`config.mk`:
```
export PLATFORM = sky130hd
export DESIGN_NAME = tweak_subkey_gen
export DESIGN_NICKNAME = d
export VERILOG_FILES = /design/src/rtl/skg_pkg.sv /design/src/rtl/skg_ext.sv /design/src/rtl/skg_sched.sv /design/src/rtl/skg_assemble.sv /design/src/rtl/tweak_subkey_gen.sv
export SDC_FILE = /design/constraint.sdc
export NUM_CORES = 2
export LEC_CHECK = 0
export ABC_AREA = 1
export CELL_PAD_IN_SITES_DETAIL_PLACEMENT = 1
export CELL_PAD_IN_SITES_GLOBAL_PLACEMENT = 1
export CORE_UTILIZATION = 37
export CTS_CLUSTER_SIZE = 24
export DETAILED_ROUTE_END_ITERATION = 7
export PLACE_DENSITY = 0.87
export SLEW_MARGIN = 10
export SYNTH_ARGS = -nofsm -noshare
export SYNTH_HDL_FRONTEND = slang
export SYNTH_SLANG_ARGS = --single-unit
```
`constraint.sdc`:
```
create_clock -name clk_i -period 4.4 [get_ports clk_i]
set_input_delay 0.88 -clock clk_i [delete_from_list [all_inputs] [get_ports clk_i]]
set_output_delay 0.88 -clock clk_i [all_outputs]
set_load 0.1 [all_outputs]
```
`src/rtl/skg_pkg.sv`:
```
package skg_pkg;
  localparam int WORD_W = 64;
  localparam logic [WORD_W-1:0] PARITY_C = 64'h1BD11BDAA9FC1A22;
  typedef logic [WORD_W-1:0] word_t;
endpackage

```
`src/rtl/skg_ext.sv`:
```
module skg_ext
  import skg_pkg::*;
#(
  parameter int NW = 4
) (
  input  logic                   clk_i,
  input  logic                   rst_ni,
  input  logic                   load_i,
  input  logic [NW-1:0][WORD_W-1:0] key_i,
  input  logic [1:0][WORD_W-1:0]  tweak_i,
  output logic [NW:0][WORD_W-1:0] ext_key_o,
  output logic [2:0][WORD_W-1:0]  ext_tw_o
);
  word_t parity;

  always_comb begin
    parity = PARITY_C;
    for (int j = 0; j < NW; j++) parity = parity ^ key_i[j];
  end

  always_ff @(posedge clk_i or negedge rst_ni) begin
    if (!rst_ni) begin
      ext_key_o <= '0;
      ext_tw_o  <= '0;
    end else if (load_i) begin
      for (int j = 0; j < NW; j++) ext_key_o[j] <= key_i[j];
      ext_key_o[NW] <= parity;
      ext_tw_o[0]   <= tweak_i[0];
      ext_tw_o[1]   <= tweak_i[1];
      ext_tw_o[2]   <= tweak_i[0] ^ tweak_i[1];
    end
  end


  parity_word_chk: assert property (@(posedge clk_i) disable iff (!rst_ni)
    load_i |=> ext_key_o[NW] == (PARITY_C ^ $past(key_i[0]) ^ $past(key_i[1])
                                 ^ $past(key_i[2]) ^ $past(key_i[NW-1])));

  tweak_xor_chk: assert property (@(posedge clk_i) disable iff (!rst_ni)
    load_i |=> ext_tw_o[2] == ($past(tweak_i[0]) ^ $past(tweak_i[1])));
endmodule

```
`src/rtl/skg_sched.sv`:
```
module skg_sched #(
  parameter int NW = 4,
  parameter int NR = 72,
  parameter int SW = $clog2(NR/4 + 1),
  parameter int BW = $clog2(NW + 1)
) (
  input  logic          clk_i,
  input  logic          rst_ni,
  input  logic          load_i,
  input  logic          adv_i,
  output logic [SW-1:0] s_o,
  output logic [BW-1:0] base_o,
  output logic [1:0]    tsel_o,
  output logic          exh_o
);
  localparam int LAST = NR / 4;
  localparam logic [SW-1:0] LAST_S = SW'(LAST);
  localparam logic [BW-1:0] BASE_MAX = BW'(NW);

  // wrapping counters replace the modulo operations
  always_ff @(posedge clk_i or negedge rst_ni) begin
    if (!rst_ni) begin
      s_o    <= '0;
      base_o <= '0;
      tsel_o <= '0;
      exh_o  <= 1'b0;
    end else if (load_i) begin
      s_o    <= '0;
      base_o <= '0;
      tsel_o <= '0;
      exh_o  <= 1'b0;
    end else if (adv_i && !exh_o) begin
      if (s_o == LAST_S) begin
        exh_o <= 1'b1;
      end else begin
        s_o    <= s_o + 1'b1;
        base_o <= (base_o == BASE_MAX) ? '0 : base_o + 1'b1;
        tsel_o <= (tsel_o == 2'd2) ? 2'd0 : tsel_o + 2'd1;
      end
    end
  end


  s_step_chk: assert property (@(posedge clk_i) disable iff (!rst_ni)
    (adv_i && !load_i && !exh_o && s_o != LAST_S) |=> s_o == $past(s_o) + 1'b1);

  idx_range_chk: assert property (@(posedge clk_i) disable iff (!rst_ni)
    (base_o <= BASE_MAX) && (tsel_o <= 2'd2) && (s_o <= LAST_S));

  exh_hold_chk: assert property (@(posedge clk_i) disable iff (!rst_ni)
    (exh_o && !load_i) |=> exh_o);
endmodule

```
`src/rtl/skg_assemble.sv`:
```
module skg_assemble
  import skg_pkg::*;
#(
  parameter int NW = 4,
  parameter int SW = 5,
  parameter int BW = $clog2(NW + 1)
) (
  input  logic [NW:0][WORD_W-1:0]   ext_key_i,
  input  logic [2:0][WORD_W-1:0]    ext_tw_i,
  input  logic [SW-1:0]             s_i,
  input  logic [BW-1:0]             base_i,
  input  logic [1:0]                tsel_i,
  output logic [NW-1:0][WORD_W-1:0] subkey_o
);
  logic [1:0] tsel_n;
  assign tsel_n = (tsel_i == 2'd2) ? 2'd0 : tsel_i + 2'd1;

  for (genvar i = 0; i < NW; i++) begin : g_word
    logic [BW:0]   raw;
    logic [BW-1:0] idx;
    word_t         kw;
    assign raw = {1'b0, base_i} + (BW+1)'(i);
    assign idx = (raw > (BW+1)'(NW)) ? BW'(raw - (BW+1)'(NW + 1)) : raw[BW-1:0];
    assign kw  = ext_key_i[idx];
    if (i == NW - 3) begin : g_tw_a
      assign subkey_o[i] = kw + ext_tw_i[tsel_i];
    end else if (i == NW - 2) begin : g_tw_b
      assign subkey_o[i] = kw + ext_tw_i[tsel_n];
    end else if (i == NW - 1) begin : g_cnt
      assign subkey_o[i] = kw + WORD_W'(s_i);
    end else begin : g_plain
      assign subkey_o[i] = kw;
    end
  end
endmodule

```
`src/rtl/tweak_subkey_gen.sv`:
```
module tweak_subkey_gen
  import skg_pkg::*;
#(
  parameter int NW     = 4,
  parameter int NR     = 72,
  parameter int SIDX_W = $clog2(NR/4 + 1)
) (
  input  logic                 clk_i,
  input  logic                 rst_ni,
  input  logic                 load_i,
  input  logic [NW*64-1:0]     key_i,
  input  logic [127:0]         tweak_i,
  input  logic                 req_i,
  output logic                 valid_o,
  output logic                 done_o,
  output logic [SIDX_W-1:0]    sidx_o,
  output logic [NW*64-1:0]     subkey_o
);
  localparam int BW = $clog2(NW + 1);
  localparam logic [SIDX_W-1:0] LAST_S = SIDX_W'(NR / 4);

  logic [NW-1:0][WORD_W-1:0] key_w;
  logic [1:0][WORD_W-1:0]    tw_w;
  logic [NW:0][WORD_W-1:0]   ext_key;
  logic [2:0][WORD_W-1:0]    ext_tw;
  logic [NW-1:0][WORD_W-1:0] sk_comb;
  logic [SIDX_W-1:0]         s_cur;
  logic [BW-1:0]             base;
  logic [1:0]                tsel;
  logic                      exh;
  logic                      fire;

  assign key_w = key_i;
  assign tw_w  = tweak_i;
  assign fire  = req_i && !load_i && !exh;

  skg_ext #(.NW(NW)) u_ext (
    .clk_i     (clk_i),
    .rst_ni    (rst_ni),
    .load_i    (load_i),
    .key_i     (key_w),
    .tweak_i   (tw_w),
    .ext_key_o (ext_key),
    .ext_tw_o  (ext_tw)
  );

  skg_sched #(.NW(NW), .NR(NR), .SW(SIDX_W), .BW(BW)) u_sched (
    .clk_i  (clk_i),
    .rst_ni (rst_ni),
    .load_i (load_i),
    .adv_i  (req_i),
    .s_o    (s_cur),
    .base_o (base),
    .tsel_o (tsel),
    .exh_o  (exh)
  );

  skg_assemble #(.NW(NW), .SW(SIDX_W), .BW(BW)) u_asm (
    .ext_key_i (ext_key),
    .ext_tw_i  (ext_tw),
    .s_i       (s_cur),
    .base_i    (base),
    .tsel_i    (tsel),
    .subkey_o  (sk_comb)
  );

  always_ff @(posedge clk_i or negedge rst_ni) begin
    if (!rst_ni) begin
      valid_o  <= 1'b0;
      sidx_o   <= '0;
      subkey_o <= '0;
    end else begin
      valid_o <= fire;
      if (fire) begin
        sidx_o   <= s_cur;
        subkey_o <= sk_comb;
      end
    end
  end

  assign done_o = exh;


  last_sets_done_chk: assert property (@(posedge clk_i) disable iff (!rst_ni)
    (valid_o && sidx_o == LAST_S) |-> done_o);

  ignore_after_done_chk: assert property (@(posedge clk_i) disable iff (!rst_ni)
    (done_o && req_i) |=> (!valid_o && $stable(subkey_o) && $stable(sidx_o)));

  load_wins_chk: assert property (@(posedge clk_i) disable iff (!rst_ni)
    load_i |=> (!valid_o && !done_o));

  hold_idle_chk: assert property (@(posedge clk_i) disable iff (!rst_ni)
    !valid_o |-> $stable(subkey_o));
endmodule

```
; ---- Word-level counts from Yosys, hierarchy flattened
; Cells that the tools add are included.
[op_classes]
add_sub_neg = 13
n_lt_le_gt_ge = 10
eq_ne = 4
muxes = 30
bitwise = 5
reduce_logical = 9
[ops]
columns = op, count
row1 = 64-bit binary-select mux with 3-bit select, 4
row2 = 64-bit 2-to-1 mux, 6
row3 = 64-bit binary-select mux with 2-bit select, 2
row4 = 64-bit bitwise XOR, 4
row5 = 64-bit adder, 2
row6 = 64-bit by 5-bit adder with 64-bit output, 1
row7 = 32-bit NOT, 1
row8 = 3-bit 2-to-1 mux, 8
row9 = "3-bit by 4-bit less-than comparator with 1-bit output, second input constant", 4
row10 = 5-bit 2-to-1 mux, 3
row11 = "4-bit by 3-bit > comparator with 1-bit output, second input constant", 3
row12 = "3-bit subtractor, second input constant", 4
row13 = "3-bit by 2-bit adder with 4-bit output, second input constant", 2
row14 = 2-bit 2-to-1 mux, 4
row15 = "2-bit by 3-bit less-than comparator with 1-bit output, second input constant", 2
row16 = "5-bit by 1-bit adder with 5-bit output, second input constant", 1
row17 = "5-bit equality test, second input constant", 1
row18 = "3-bit by 1-bit adder with 4-bit output, second input constant", 1
row19 = 2-bit AND reduction, 2
row20 = 2-bit nonzero test, 2
row21 = "3-bit by 1-bit adder with 3-bit output, second input constant", 1
row22 = "3-bit equality test, second input constant", 1
row23 = "3-bit > comparator, second input constant", 1
row24 = 1-bit logical AND, 3
row25 = other kinds (5), 8
[totals]
regBits = 785
inputBits = 388
out_inout_bits = 263

; ---- Depth between registers and ports, before layout
[depth]
ltp_word = 6
depth_mapped = 33
depth_no_buf = 31

; ---- By module
; A second synthesis with hierarchy kept.
[unflattened]
hier_cells = 9083
hier_area_um2 = 58920.3
[modules_own_cells]
columns = module, n_inst, cells_each, area_per_inst_um2, seq_area_each_um2
row1 = skg_assemble, 1, 4854, 24524.8, 0.0
row2 = skg_ext, 1, 2987, 22917.0, 12812.3
row3 = tweak_subkey_gen, 1, 1163, 10787.8, 6556.3
row4 = skg_sched, 1, 79, 690.7, 275.3

; ---- Worst setup path after synthesis
; OpenSTA, ideal clock, no wires.
[synth_timing]
kind = reg2reg
start = reg u_sched.base_o[0]
end = reg subkey_o[237]
setup_time_ns = 0.120
arrival_ns = 4.531
slack_ns = -0.250
path_stages_with_launch = 33
synth_period_minus_slack_ns = 4.650
cell_sequence = dfrtp_1 buf_6 inv_1 ha_1 inv_1 nand2_1 nand3_4 nand2_4 nand2_2 nand2_2 buf_2 buf_2 buf_2 clkbuf_1 a21oi_1 o31ai_1 ha_1 a21oi_1 inv_1 a31oi_1 inv_1 a31oi_1 inv_1 nand2_1 nor2_4 nand3_1 nor2_1 nand2_1 nor2_1 nand2_1 nand2_1 nand2_1 nand2_1
[synth_between]
elab_chain_len = 6
[synth_lines]
columns = item, line
row1 = from (decl), skg_sched.sv:12  ; output logic [BW-1:0] base_o,
row2 = from (signal assigned), skg_sched.sv:37  ; base_o <= (base_o == BASE_MAX) ? '0 : base_o + 1'b1;
row3 = 3-bit by 2-bit adder with 4-bit output (*), skg_assemble.sv:22  ; assign raw = {1'b0, base_i} + (BW+1)'(i);
row4 = 4-bit by 3-bit > comparator with 1-bit output or 3-bit subtractor (tied branches), skg_assemble.sv:23  ; assign idx = (raw > (BW+1)'(NW)) ? BW'(raw - (BW+1)'(NW + 1)) : raw[BW-1:0];
row5 = 3-bit 2-to-1 mux (*), skg_assemble.sv:23
row6 = 64-bit binary-select mux with 3-bit select (*), skg_assemble.sv:24  ; assign kw = ext_key_i[idx];
row7 = 64-bit 2-to-1 mux (implied by the code) (*), skg_assemble.sv:24
row8 = 64-bit by 5-bit adder with 64-bit output (*), skg_assemble.sv:30  ; assign subkey_o[i] = kw + WORD_W'(s_i);
row9 = to (signal assigned), tweak_subkey_gen.sv:76  ; subkey_o <= sk_comb;
row10 = to (decl), tweak_subkey_gen.sv:17  ; output logic [NW*64-1:0] subkey_o
; Mark *: on every way between the ends. The rest lies on a longest branch, timed or not. The select of a mux whose other input is x is not followed.
; A chain may end at the register's enable or synchronous reset.

; ---- Final worst setup path
[layout_timing]
start = reg u_sched.base_o[0]
end = reg subkey_o[179]
[layout_between]
elab_chain_len = 6
[layout_lines]
columns = item, line
row1 = 3-bit by 2-bit adder with 4-bit output (*), skg_assemble.sv:22
row2 = 4-bit by 3-bit > comparator with 1-bit output or 3-bit subtractor (tied branches), skg_assemble.sv:23
row3 = 3-bit 2-to-1 mux (*), skg_assemble.sv:23
row4 = 64-bit binary-select mux with 3-bit select (*), skg_assemble.sv:24
row5 = 64-bit 2-to-1 mux (implied by the code) (*), skg_assemble.sv:24
row6 = 64-bit adder (*), skg_assemble.sv:28  ; assign subkey_o[i] = kw + ext_tw_i[tsel_n];
; Marked as above.

==> results.json <==
{
  "vias": 72100,
  "syn-cell-area_um2": 55500,
  "clkTransAtPathRegs_ns": 0.07,
  "busiest_layer": "met2",
  "portBuffers": 650,
  "synth_edf_count": 0,
  "placed_area_um2": 71900,
  "place_hpwl_mm": 233,
  "outcome": "finished with violations",
  "fp.dieW_um": 389,
  "final.setup.tns_ns": -9.52,
  "drcViolationCount": 0,
  "post_drt_wl_per_cell_um": 29.2,
  "hold_violations": 0,
  "path_max_fanout": 7,
  "syn2layout_area_growth_pct": 49.0,
  "required_ns": 5.07,
  "seq_area_frac_synth_pct": 35.4,
  "design_area_um2": 82600,
  "cp_common_cell": "nand2_1",
  "power_frac_clock_pct": 15.3,
  "crit_start": "u_sched.base_o[0]",
  "ant_nets": 0,
  "power.internal_mw": 25.4,
  "power_mw": 53.3,
  "dieArea_um2": 151000,
  "fin_crit_ns": 4.81,
  "worstMarginPinSlew_ns": 1.40,
  "synthTopCellsByArea": "dfrtp_1, nand2_1, o21ai_0",
  "setup_slack_ns": -0.406,
  "cap_violations": 0,
  "grtUsageMet3_pct": 8.09,
  "p_sw_mw": 28.0,
  "postSynthAreaPerCell_um2": 6.84,
  "drtPass1Iterations": 7,
  "utilization_pct": 55.8,
  "end_kind": "flip-flop",
  "die_y_um": 389,
  "yosysWarnings": 0,
  "cts_tree": "done",
  "core_um2": 148000,
  "layout.nets": 10200,
  "rows": 141,
  "max_freq_ghz": 0.208,
  "maxSlewViolCount": 0,
  "dp_slack_ns": -0.841,
  "rr_worst_depth": 26,
  "synthCells": 8115,
  "cp.arrival_ns": 5.47,
  "synth_ff_type": "dfrtp_1",
  "cts_max_path_buffers": 3,
  "overflow": 0,
  "grt_use_met2_pct": 63.0,
  "final-setup-viol-count": 87,
  "yosysTopAreaCellShare_pct": 35.4,
  "viasPerCell": 6.15,
  "power.leakage_nw": 37.0,
  "gr-usage-all-layers_pct": 41.0,
  "async_flop_share_pct": 100,
  "routed_wirelength_mm": 342,
  "cpPeakStageDelay_ns": 0.44,
  "grt_pass1_wl_mm": 468,
  "criticalPathCategory": "reg2reg",
  "start_util_pct": 37.4,
  "synthDistinctLibCells": 57,
  "cts_sinks": 785,
  "yosysTopAreaCell": "dfrtp_1",
  "rsz0062_at_grt": "true",
  "synth_fp_nets": 8650,
  "ios": 651,
  "slew_headroom_pct": 6.62,
  "grt_use_met1_pct": 50.8,
  "clock-root-buffer": "clkbuf_16",
  "numCtsBuffers": 95,
  "gp_congestion": 1.01,
  "grt_max_degree": 223,
  "grt_pass1_vias": 71900,
  "comb_power_share_pct": 65.7,
  "htreeDepth": 3,
  "powerDensity_nw_per_um2": 645,
  "r2r_start": "u_sched.base_o[0]",
  "violations": "negative setup slack",
  "sw_frac_of_total_pct": 52.5,
  "hold_class": "in2async",
  "cp_slowest_cell": "dfrtp_1",
  "fin_skew_ns": 0.0454,
  "seq_power_share_pct": 19.0,
  "clk_latency_ns": 0.77,
  "ir_drop_mv": 0.768,
  "grt_antenna_before_repair": 21,
  "start_kind": "flip-flop",
  "drt_iter0_drc": 8145,
  "ys_ff_latch": 785,
  "post-route-period-util_pct": 109,
  "drive_gt1_share_pct": 25.1
}
-- cell usage in the layout, fill, tap and decap left out, types with 111 or more instances in the layout --
master / count
nand3_1: 533
a21oi_1: 386
buf_4: 1165
xnor2_1: 184
clkdlybuf4s50_1: 625
inv_1: 626
nor2_1: 343
o21ai_1: 197
dfrtp_1: 784
nand2_1: 1944
a22oi_1: 111
a21oi_2: 111
o21ai_0: 1048
-- worst paths after layout --
| check | end | slack (ns) |
|---|---|---|
| max in group asynchronous | subkey_o[112] | 2.88 |
| min in group clk_i | subkey_o[177] | 0.48 |
| hold / removal | subkey_o[20] | 0.29 |
| setup reg to reg | subkey_o[179] | -0.41 |
| hold reg to reg | subkey_o[177] | 0.48 |
| setup / recovery | subkey_o[179] | -0.41 |
-- power by group through the flow --
stage	Combinational [mW]	Clock (mW)	Sequential, mW
floorplan	9.06	0	16.1
global placement	28.2	0	9.99
detailed placement	28.7	0	10.1
CTS	30.6	8.09	10.0
global route	36.2	8.38	10.2
finish	35.1	8.16	10.1
-- worst max-delay path: cells and delay by family, from the launching register on --
family | cells | cell delay, ns
AOI/OAI and AO/OA | 5 | 0.65
xor gates and xnor gates | 1 | 0.17
adders and majority gates | 2 | 0.67
buffers and inverters | 9 | 1.23
DFF | 1 | 0.44
and+or+nand+nor | 9 | 1.53
-- repair_timing --
action / in CTS / in global routing
gates resized for setup: 577 / 944
pin swaps: 66 / 294
hold buffers: 0 / 0
setup endpoints to repair: 140 / 151
gates cloned: 14 / 16
setup buffers: 41 / 106
-- cell families after synthesis --
| kind of cell | after synthesis | synth area share (%) |
|---|---|---|
| AOI/OAI and AO/OA | 2353 | 23.5 |
| xor gates and xnor gates | 275 | 4.34 |
| adders and majority gates | 147 | 3.36 |
| buffers and inverters | 1201 | 8.44 |
| DFF | 785 | 35.4 |
| and+or+nand+nor | 3354 | 25.0 |
-- synth_stat cells (3+ instances only) --
| library cell | number |
|---|---|
| nand3_2 | 4 |
| o21ai_0 | 1332 |
| nand2_2 | 5 |
| buf_4 | 6 |
| inv_1 | 707 |
| nand4_1 | 78 |
| xor2_1 | 84 |
| o31ai_1 | 56 |
| clkbuf_1 | 384 |
| o221ai_1 | 74 |
| nor2_2 | 16 |
| o311ai_0 | 5 |
| buf_2 | 54 |
| inv_2 | 4 |
| nor2_1 | 482 |
| dfrtp_1 | 785 |
| clkinv_1 | 6 |
| o31ai_2 | 3 |
| a21boi_0 | 3 |
| or2_2 | 30 |
| a31oi_1 | 28 |
| nand2_4 | 3 |
| a2bb2oi_1 | 4 |
| o21bai_1 | 17 |
| nor3_1 | 24 |
| buf_6 | 11 |
| o21a_1 | 22 |
| buf_1 | 29 |
| o22ai_1 | 60 |
| a221oi_1 | 3 |
| o21ai_1 | 7 |
| a21oi_1 | 528 |
| nor4_1 | 12 |
| ha_1 | 144 |
| xnor2_1 | 191 |
| o211ai_1 | 70 |
| fa_1 | 3 |
| a22oi_1 | 111 |
| nand3b_1 | 13 |
| nand2_1 | 2084 |
| a21o_1 | 19 |
| nand3_1 | 595 |
-- registers in the layout (all words and copies together), names as in the netlist --
| register | flops |
|---|---|
| sidx_o | 5 |
| u_sched.base_o | 3 |
| subkey_o | 256 |
| u_sched.exh_o | 1 |
| u_ext.ext_tw_o | 192 |
| valid_o | 1 |
| u_sched.tsel_o | 2 |
| u_sched.s_o | 5 |
| u_ext.ext_key_o | 320 |
-- cell type report --
class	instances	area [um2]
well taps	1930	2410
flip-flops and latches	785	19600
diodes	11	27.5
multi-input cells	6131	36400
inverters	717	2730
clock buffers	130	2720
fillers	18000	65500
repair buffers	1975	18300
clock inverters	37	334
-- metrics by stage --
step           hold slack [ns]  cells
2_1_floorplan            0.459   8115
3_3_place_gp             0.462  11400
3_5_place_dp             0.469  11400
4_1_cts                  0.294  11600
5_1_grt                  0.329  11700
6_report                 0.286  11700
-- per-layer routing --
layer / routed length [um] / vias up / share of wire [%]
met5: 127 / - / 0.037
met4: 33700 / 14 / 9.9
met3: 34600 / 1569 / 10
met2: 147000 / 4596 / 43
met1: 126000 / 35400 / 37
li1: - / 30500 / -
No activity file was read; power rests on OpenSTA's default activity.
